==> config.mk <==
export PLATFORM = sky130hd
export DESIGN_NAME = irq_pin_engine
export DESIGN_NICKNAME = d
export VERILOG_FILES = /design/src/rtl/irqe_pkg.sv /design/src/rtl/irqe_pend.sv /design/src/rtl/irqe_rirr.sv /design/src/rtl/irqe_pick.sv /design/src/rtl/irqe_msg_out.sv /design/src/rtl/irq_pin_engine.sv
export SDC_FILE = /design/constraint.sdc
export NUM_CORES = 1
export LEC_CHECK = 0
export BUFFER_PORTS_ARGS = -buffer_cell sky130_fd_sc_hd__buf_2
export CAP_MARGIN = 20
export CORE_AREA = 2 2 646 648
export DETAILED_ROUTE_END_ITERATION = 6
export DIE_AREA = 0 0 648 650
export PLACE_DENSITY = 0.3
export SYNTH_ARGS = -nofsm -noshare
export SYNTH_HDL_FRONTEND = slang
export SYNTH_SLANG_ARGS = --single-unit
==> constraint.sdc <==
create_clock -name clk -period 6.1 [get_ports clk]
set_input_delay 0.61 -clock clk [delete_from_list [all_inputs] [get_ports clk]]
set_output_delay 0.61 -clock clk [all_outputs]
set_load 0.02 [all_outputs]
==> src/rtl/irqe_pkg.sv <==
package irqe_pkg;

  localparam int RTE_W     = 64;
  localparam int VEC_W     = 8;
  localparam int VEC_LSB   = 0;
  localparam int DLV_LSB   = 8;
  localparam int DMODE_BIT = 11;
  localparam int TRIG_BIT  = 15;
  localparam int MASK_BIT  = 16;
  localparam int DEST_LSB  = 48;
  localparam logic [11:0] MSG_HI = 12'hFEE;

  typedef struct packed {
    logic [VEC_W-1:0] vec;
    logic [2:0]       dlv;
    logic             dmode;
    logic             level;
    logic             masked;
    logic [7:0]       dest;
  } rte_t;

  function automatic rte_t rte_decode(input logic [RTE_W-1:0] raw);
    rte_t e;
    e.vec    = raw[VEC_LSB +: VEC_W];
    e.dlv    = raw[DLV_LSB +: 3];
    e.dmode  = raw[DMODE_BIT];
    e.level  = raw[TRIG_BIT];
    e.masked = raw[MASK_BIT];
    e.dest   = raw[DEST_LSB +: 8];
    return e;
  endfunction

  function automatic logic [31:0] msg_addr_of(input rte_t e);
    return {MSG_HI, e.dest, 9'd0, e.dmode, 2'd0};
  endfunction

  function automatic logic [31:0] msg_data_of(input rte_t e);
    return {16'd0, e.level, 4'd0, e.dlv, e.vec};
  endfunction

endpackage

==> src/rtl/irqe_pend.sv <==
module irqe_pend #(
  parameter int NUM_PINS = 24
) (
  input  logic                clk,
  input  logic                rst,
  input  logic [NUM_PINS-1:0] ev_hot,
  input  logic                ev_lvl,
  input  logic [NUM_PINS-1:0] level_v,
  input  logic [NUM_PINS-1:0] mask_v,
  input  logic [NUM_PINS-1:0] clr_v,
  output logic [NUM_PINS-1:0] irr
);

  for (genvar p = 0; p < NUM_PINS; p++) begin : g_pin
    logic nxt;
    always_comb begin
      nxt = irr[p] & ~clr_v[p];
      if (ev_hot[p]) begin
        if (level_v[p])                nxt = ev_lvl;
        else if (ev_lvl && !mask_v[p]) nxt = 1'b1;
      end
    end
    always_ff @(posedge clk) begin
      if (rst) irr[p] <= 1'b0;
      else     irr[p] <= nxt;
    end
  end

endmodule

==> src/rtl/irqe_rirr.sv <==
module irqe_rirr #(
  parameter int NUM_PINS = 24,
  parameter int VEC_W    = 8
) (
  input  logic                      clk,
  input  logic                      rst,
  input  logic [NUM_PINS-1:0]       set_v,
  input  logic                      eoi_valid,
  input  logic [VEC_W-1:0]          eoi_vector,
  input  logic [NUM_PINS*VEC_W-1:0] vec_flat,
  input  logic [NUM_PINS-1:0]       level_v,
  output logic [NUM_PINS-1:0]       rirr
);

  for (genvar p = 0; p < NUM_PINS; p++) begin : g_pin
    logic hit;
    assign hit = eoi_valid && (vec_flat[p*VEC_W +: VEC_W] == eoi_vector);
    always_ff @(posedge clk) begin
      if (rst) rirr[p] <= 1'b0;
      else     rirr[p] <= ((rirr[p] & ~hit) | set_v[p]) & level_v[p];
    end
  end

endmodule

==> src/rtl/irqe_pick.sv <==
module irqe_pick #(
  parameter int NUM_PINS = 24,
  localparam int PIN_W   = $clog2(NUM_PINS)
) (
  input  logic [NUM_PINS-1:0] elig,
  output logic                found,
  output logic [NUM_PINS-1:0] onehot,
  output logic [PIN_W-1:0]    idx
);

  assign found  = |elig;
  assign onehot = elig & (~elig + NUM_PINS'(1));

  always_comb begin
    idx = '0;
    for (int p = NUM_PINS - 1; p >= 0; p--) begin
      if (elig[p]) idx = PIN_W'(p);
    end
  end

endmodule

==> src/rtl/irqe_msg_out.sv <==
module irqe_msg_out (
  input  logic        clk,
  input  logic        rst,
  input  logic        cand,
  input  logic [31:0] ld_addr,
  input  logic [31:0] ld_data,
  input  logic        msg_ready,
  output logic        take,
  output logic        msg_valid,
  output logic [31:0] msg_addr,
  output logic [31:0] msg_data
);

  assign take = cand && (!msg_valid || msg_ready);

  always_ff @(posedge clk) begin
    if (rst) begin
      msg_valid <= 1'b0;
      msg_addr  <= '0;
      msg_data  <= '0;
    end else if (take) begin
      msg_valid <= 1'b1;
      msg_addr  <= ld_addr;
      msg_data  <= ld_data;
    end else if (msg_ready) begin
      msg_valid <= 1'b0;
    end
  end

endmodule

==> src/rtl/irq_pin_engine.sv <==
module irq_pin_engine #(
  parameter int NUM_PINS = 24,
  parameter int REQ_W    = 5,
  localparam int RTE_W   = irqe_pkg::RTE_W,
  localparam int VEC_W   = irqe_pkg::VEC_W,
  localparam int PIN_W   = $clog2(NUM_PINS)
) (
  input  logic                      clk,
  input  logic                      rst,
  input  logic                      req_valid,
  input  logic [REQ_W-1:0]          req_idx,
  input  logic                      req_level,
  input  logic                      eoi_valid,
  input  logic [VEC_W-1:0]          eoi_vector,
  input  logic [NUM_PINS*RTE_W-1:0] rte_flat,
  output logic [NUM_PINS-1:0]       remote_irr,
  output logic                      msg_valid,
  input  logic                      msg_ready,
  output logic [31:0]               msg_addr,
  output logic [31:0]               msg_data
);
  import irqe_pkg::*;

  rte_t                      dec [NUM_PINS];
  logic [NUM_PINS-1:0]       level_v, mask_v, elig, ev_hot, irr;
  logic [NUM_PINS*VEC_W-1:0] vec_flat;
  logic [REQ_W-1:0]          ev_pin;
  logic                      ev_ok;
  logic                      found, take;
  logic [NUM_PINS-1:0]       onehot, set_v, clr_v;
  logic [PIN_W-1:0]          pick_idx;
  rte_t                      sel;

  // input 0 is steered onto pin 2
  assign ev_pin = (req_idx == '0) ? REQ_W'(2) : req_idx;
  assign ev_ok  = req_valid && (int'(ev_pin) < NUM_PINS);

  for (genvar p = 0; p < NUM_PINS; p++) begin : g_dec
    assign dec[p]                  = rte_decode(rte_flat[p*RTE_W +: RTE_W]);
    assign level_v[p]              = dec[p].level;
    assign mask_v[p]               = dec[p].masked;
    assign vec_flat[p*VEC_W +: VEC_W] = dec[p].vec;
    assign elig[p]   = irr[p] && !mask_v[p] && !(level_v[p] && remote_irr[p]);
    assign ev_hot[p] = ev_ok && (int'(ev_pin) == p);
  end

  irqe_pick #(.NUM_PINS(NUM_PINS)) u_pick (
    .elig   (elig),
    .found  (found),
    .onehot (onehot),
    .idx    (pick_idx)
  );

  assign sel   = dec[pick_idx];
  assign set_v = take ? (onehot & level_v)  : '0;
  assign clr_v = take ? (onehot & ~level_v) : '0;

  irqe_pend #(.NUM_PINS(NUM_PINS)) u_pend (
    .clk     (clk),
    .rst     (rst),
    .ev_hot  (ev_hot),
    .ev_lvl  (req_level),
    .level_v (level_v),
    .mask_v  (mask_v),
    .clr_v   (clr_v),
    .irr     (irr)
  );

  irqe_rirr #(.NUM_PINS(NUM_PINS), .VEC_W(VEC_W)) u_rirr (
    .clk        (clk),
    .rst        (rst),
    .set_v      (set_v),
    .eoi_valid  (eoi_valid),
    .eoi_vector (eoi_vector),
    .vec_flat   (vec_flat),
    .level_v    (level_v),
    .rirr       (remote_irr)
  );

  irqe_msg_out u_out (
    .clk       (clk),
    .rst       (rst),
    .cand      (found),
    .ld_addr   (msg_addr_of(sel)),
    .ld_data   (msg_data_of(sel)),
    .msg_ready (msg_ready),
    .take      (take),
    .msg_valid (msg_valid),
    .msg_addr  (msg_addr),
    .msg_data  (msg_data)
  );

endmodule

==> metrics.txt, run 1 <==
Synth Instances=1281; fin crit period=roughly 4.6 ns; clk sink count=71; CP required=6.46 ns; vias in the first global route=around 13k; pin count of the biggest net entering global routing=85; top_reg_cell synth=dfxtp_1; first drt pass iteration count=5; final hold vios=0; number of non-filler instances in the completed layout=7433; Hold-fix buffers, CTS=0; sequential share of the synthesized area=a little over an eighth; IO Pins=between 1.5k and 2k; final hold slack=0.4361 ns; H-tree depth=3; total number of yosys warnings=0; skew final=around 0.019 ns; port buffer count=around 600; global-route wire length before repair=170700 um; Clk Latency, worst-skew pair=about 0.42 ns; Final setup violation count=0; Avg Cell Area, Syn=8.374 um^2; Area Growth Syn to Fin=99.01%; TritonCTS clock tree=built; status=finished clean; Hold Crit Class=in -> reg; f_max=217.5 MHz; Resize count post-CTS=0; die width=around 650 um; post-detailed-routing wire length=roughly 140000 um; clk buf depth=2; post-synth top area share=between 30% and 40%; area leader, netlist=mux2i_1; fin area=between 0.02 and 0.025 mm^2; Final TNS setup=0 ns; max-cap viol count=0; DR iter-0 viols=about 670; Post-synth EDFFs=0; Vias/cell=1.797; via count=13.36k; total power=around 2 mW; Initial Utilization=approximately 2.6%; Post-DP Area=roughly 0.021 mm^2; VDD IR-drop max=between 150 and 200 uV; crit path max fanout=13; GP Congestion=a little over 0.8; CTS root buf=clkbuf_16; Post-Syn Area=~0.011 mm^2; gr usage total=6.643%; Core Region=0.4149 mm^2; antenna violations before repair=173; Die Span Y=between 600 and 700 um; number of synthesized register bits=71; Num CTS Buffers=9; Die ar.=about 0.42 mm^2; fillcell total=between 40k and 50k; Final period util=approximately three quarters; clock slew at reported path FFs=0.09 ns; dpl cells=7371; Final Max Tran Viols=0; async set-reset flop share out of synthesis=0%; setup bufs post-CTS=0; worst slew pin tran=roughly 1.1 ns; commonest cells after routing, fill and taps aside=buf_2, mux2i_1, xor2_1, buf_4, dfxtp_1; post-synth cell types=57; commonest non-fill, non-tap cell in the layout=buf_2; total global routing overflow=0; dpl hpwl=between 100000 and 150000 um; CP Data Arrival Time=just under 5 ns; DRC errors left=0; ANT nets after route=0; Rel. slew slack=~28%; P_leak=roughly 7.7 nW; RSZ-0062 raised after global routing=false; crit end category=flop; Crit Path Category=reg -> reg; Total Nets Final=between 3k and 4k; main area contributors after synthesis=mux2i_1, dfxtp_1, xor2_1, buf_4, nand3_1; PD cells=about 95 mW/mm^2; DR WL/cell=about 19 um; fraction of layout cells with a size suffix above 1=slightly above 40%; FP Rows=between 200 and 250; Worst setup SP type=flop
through the flow:
| stage | worst slack [ns] | utilization [%] |
|---|---|---|
| finish | 1.502 | 5.146 |
| global route | 1.226 | 5.132 |
| CTS | 1.134 | 5.118 |
| detailed placement | 0.8418 | 5.046 |
| global placement | 0.8341 | 5.046 |
| floorplan | 3.350 | - |
path summary, 6_finish.rpt:
check	end	start	slack (ns)	cells past startpoint
worst min-delay path	u_rirr.rirr[0]$_SDFF_PP0_	rte_flat[15]	0.44	3
worst min register to register	u_pend.irr[20]$_SDFF_PP0_	u_pend.irr[20]$_SDFF_PP0_	0.48	2
worst max register to register	u_out.msg_data[0]$_SDFFE_PP0P_	u_rirr.rirr[11]$_SDFF_PP0_	1.50	12
worst max-delay path	u_out.msg_data[0]$_SDFFE_PP0P_	u_rirr.rirr[11]$_SDFF_PP0_	1.50	12
per-layer routing:
metal	vias to the layer above	track usage, %	share of wire, %	wire, um
met5	-	0	0.25	367
met4	62	1.787	3.2	4597
met3	266	2.000	7.0	10060
met2	658	13.95	59	84810
met1	6339	5.917	31	44940
li1	6031	-	-	-
worst max-delay path, stage by stage, from the launching register on:
cell	delay, ns
dfxtp_1	0.53
nand2_1	0.11
and2_1	0.17
buf_4	0.16
or4_1	0.50
o211ai_1	0.82
a41oi_4	0.23
buf_12	0.22
buf_4	0.23
and2_4	0.26
a221o_1	0.50
nor4_2	0.50
buf_4	0.24
flip-flops by register name, summed over array words and instances, names as in the netlist:
signal,cells
u_out.msg_data,12
u_rirr.rirr,24
u_out.msg_addr,10
u_pend.irr,24
u_out.msg_valid,1
cell families after synthesis:
logic type | after synthesis | share of synthesized area [%]
XOR/XNOR | 192 | 15.68
multiplexers | 336 | 31.35
buffers and inverters | 144 | 7.279
flip-flops | 71 | 13.25
AND/OR/NAND/NOR | 297 | 16.28
AO/OA/AOI/OAI | 240 | 16.12
other | 1 | 0.03496
area by class of cell:
class	instances	area [um^2]	share of cell area [%]
Timing Repair Buffer	696	3769	17.65
Antenna cell	46	115.1	0.5392
Sequential cell	71	1421	6.658
Clock buffer	9	225.2	1.055
Multi-Input combinational cell	1098	8833	41.38
Inverter	9	33.78	0.1583
Tap cell	5497	6878	32.22
Clock inverter	7	71.32	0.3341
cell usage after synthesis, drive strengths merged (3+ instances only):
| master | instances |
|---|---|
| inv | 9 |
| a31oi | 4 |
| nor2 | 19 |
| nand4 | 14 |
| a21oi | 39 |
| a211oi | 4 |
| o21ai | 29 |
| xor2 | 162 |
| o22ai | 43 |
| nand4b | 5 |
| and3 | 17 |
| a221o | 22 |
| clkbuf | 39 |
| nor4 | 47 |
| buf | 96 |
| and2 | 18 |
| a22o | 22 |
| nor3 | 9 |
| a32o | 3 |
| a2bb2oi | 3 |
| nor2b | 15 |
| nand3 | 67 |
| nand2b | 24 |
| xnor2 | 30 |
| dfxtp | 71 |
| o211ai | 25 |
| o311ai | 3 |
| o41ai | 19 |
| nand2 | 54 |
| a32oi | 12 |
| mux2i | 336 |
power breakdown:
group / internal (mW) / switching, mW / total, mW
Clock: 0.291 / 0.359 / 0.650
Sequential: 0.475 / 0.0152 / 0.491
Combinational: 0.353 / 0.531 / 0.884
Note: power is estimated with default switching activity, not from simulation.
==> run 2: changes to the inputs <==
Settings changed: CORE_AREA 2 2 646 648 to 2 2 635 637, DIE_AREA 0 0 648 650 to 0 0 637 639.
Clock period 6.1 ns to 3.94 ns, I/O delays scaled along.
==> run 2 against run 1 <==
- critical path depth up 2
- combinational power up 64%
- non-clock buffer count up 121
==> metrics.txt, run 2 (synthesis gave the netlist of run 1 again) <==
total global routing overflow=0 (unchanged); Initial Utilization=2.676% (was 2.586%); sequential power share=23.5% (was 24.2%); pin count of the biggest net entering global routing=27 (was 85); Finished Core Util=5.596% (was 5.146%); status=finished clean (unchanged); Critical path origin=u_rirr.rirr[22]$_SDFF_PP0_ (was u_rirr.rirr[11]$_SDFF_PP0_); Total Nets Final=3561 (was 3440); H-tree depth=3 (unchanged); fraction of layout cells with a size suffix above 1=44.06% (was 40.53%); Worst setup SP type=flop (unchanged); power share of the combinational group=45.1% (was 43.7%); FP Rows=233 (was 237); CTS root buf=clkbuf_16 (unchanged); clk sink count=71 (unchanged); reg2reg start=u_rirr.rirr[22]$_SDFF_PP0_ (was u_rirr.rirr[11]$_SDFF_PP0_); CP Data Arrival Time=4.13 ns (was 4.95 ns); Num CTS Buffers=9 (unchanged); total power=3.216 mW (was 2.024 mW); PD cells=143.4 mW/mm^2 (was 94.84 mW/mm^2); DR iter-0 viols=646 (was 667); Area Growth Syn to Fin=109.1% (was 99.01%); worst flop-to-flop path endpoint=u_out.msg_addr[15]$_SDFFE_PP0P_ (was u_out.msg_data[0]$_SDFFE_PP0P_); TritonCTS clock tree=built (unchanged); fin crit period=3.785 ns (was 4.598 ns); Hold-fix buffers, CTS=0 (unchanged); Clk Latency, worst-skew pair=0.44 ns (was 0.42 ns); first drt pass iteration count=4 (was 5); worst slew pin tran=1.131 ns (was 1.073 ns); die width=637 um (was 648 um); global-route wire length before repair=171300 um (was 170700 um); Final period util=96.05% (was 75.38%); P_leak=8.439 nW (was 7.721 nW); via count=13.83k (was 13.36k); VDD IR-drop max=247.9 uV (was 151.5 uV); DR WL/cell=19.70 um (was 19.48 um); IO Pins=1644 (unchanged); CP required=4.28 ns (was 6.46 ns); f_max=264.2 MHz (was 217.5 MHz); Hold Crit Class=in -> reg (unchanged); clock share of power=31.4% (was 32.1%); dpl hpwl=134200 um (was 133600 um); gr usage total=6.812% (was 6.643%); Regs by FF count=u_pend.irr x24, u_rirr.rirr x24, u_out.msg_data x12 (unchanged); reg-to-reg slack, setup=0.16 ns (was 1.50 ns); number of non-filler instances in the completed layout=7322 (was 7433); Worst Reg2Reg Path Length in Cells=14 (was 12); skew final=0.03249 ns (was 0.01878 ns); Vias/cell=1.889 (was 1.797); Final Max Tran Viols=0 (unchanged); cell internal pwr=1.799 mW (was 1.119 mW); net switching power=1.417 mW (was 0.9054 mW); Die Span Y=639 um (was 650 um); post-detailed-routing wire length=144200 um (was 144800 um); Crit Path Category=reg -> reg (unchanged); CP endpoint=u_out.msg_addr[15]$_SDFFE_PP0P_ (was u_out.msg_data[0]$_SDFFE_PP0P_); antenna violations before repair=175 (was 173); DRC errors left=0 (unchanged); crit end category=flop (unchanged); RSZ-0062 raised after global routing=true (was false); commonest cells after routing, fill and taps aside=buf_2, mux2i_1, buf_4, xor2_1, dfxtp_1 (was buf_2, mux2i_1, xor2_1, buf_4, dfxtp_1); Core Region=0.4009 mm^2 (was 0.4149 mm^2); Rel. slew slack=23.58% (was 27.79%); ANT nets after route=0 (unchanged); final hold vios=0 (unchanged); max-cap viol count=0 (unchanged); clock slew at reported path FFs=0.11 ns (was 0.09 ns); clk buf depth=2 (unchanged); Die ar.=0.4070 mm^2 (was 0.4212 mm^2); GP Congestion=0.8444 (was 0.8076); Net Sw Frac=44.07% (was 44.73%); port buffer count=602 (unchanged); dpl cells=7281 (was 7371); crit path max fanout=7 (was 13); Final setup violation count=0 (unchanged); commonest non-fill, non-tap cell in the layout=buf_2 (unchanged); vias in the first global route=13.70k (was 13.23k)
==> run 2: cell count changes in the layout (fill, tap and decap cells not counted), sizes merged <==
cell	before	now
buf	696	817
diode	46	24
clkinvlp	0	2
clkinv	2	1
inv	14	13
==> run 2: final cells by class <==
cell class              instances  area (um^2)
clock buffers                   9        225.2
flip-flops and latches         71         1421
diodes                         24        60.06
fillers                     47370       378400
multi-input cells            1098         8841
inverters                       9        33.78
clock inverters                 7        61.31
well taps                    5287         6615
repair buffers                817         5172
==> run 2: how the worst min path moves through the flow <==
| stage | from | end | slack, ns | depth (start not counted) |
|---|---|---|---|---|
| 3_5_place_dp | u_pend.irr[20]$_SDFF_PP0_ | u_pend.irr[20]$_SDFF_PP0_ | 0.46 | 2 |
| 2_1_floorplan | u_pend.irr[20]$_SDFF_PP0_ | u_pend.irr[20]$_SDFF_PP0_ | 0.44 | 2 |
| 3_3_place_gp | u_pend.irr[0]$_SDFF_PP0_ | u_pend.irr[0]$_SDFF_PP0_ | 0.46 | 1 |
| 6_report | rte_flat[15] | u_rirr.rirr[0]$_SDFF_PP0_ | 0.20 | 3 |
| 4_1_cts | rte_flat[15] | u_rirr.rirr[0]$_SDFF_PP0_ | 0.17 | 3 |
| 5_1_grt | rte_flat[15] | u_rirr.rirr[0]$_SDFF_PP0_ | 0.22 | 3 |
==> run 2: per-stage QoR <==
stage                     TNS [ns]  instance area, um^2  hold WS [ns]  setup slack [ns]
after global routing      -0.02298                22400        0.2183          -0.01259
after detailed placement    -1.686                22000        0.4613           -0.2605
after CTS                        0                22340        0.1746          0.007562
after floorplan                  0                10850        0.4390             1.308
final                            0                22430        0.2020            0.1555
after global placement      -1.855                21990        0.4627           -0.2856
==> run 2: timing repair <==
action / in CTS / in global routing
gates resized for setup: 8 / 3
buffers inserted: 0 / 1
endpoints found under the setup margin: 7 / 7
pin swaps: 0 / 1
gates cloned: 0 / 0
==> run 2: worst max-delay path, stage by stage (launching register included) <==
cell	delay, ns
dfxtp_1	0.44
nand2_1	0.14
a221oi_1	0.44
o221a_2	0.34
o211ai_1	0.22
buf_4	0.22
a41oi_4	0.24
buf_12	0.19
buf_12	0.17
buf_12	0.14
mux2i_1	0.41
buf_4	0.21
o22ai_1	0.16
buf_12	0.19
nor4_2	0.12
==> run 2: metal layers <==
metal,GRT usage (%),wire length [um]
met4,1.241,3385
met3,2.174,9672
met5,0,402
met2,14.39,84510
met1,6.189,46270
==> run 2: power groups by stage <==
stage	Combinational [mW]	Clock [mW]	Sequential, mW
6_report	1.45	1.01	0.757
5_1_grt	1.57	1.07	0.761
4_1_cts	1.50	1.08	0.761
3_5_place_dp	1.49	0	0.778
3_3_place_gp	1.49	0	0.778
2_1_floorplan	0.610	0	0.784
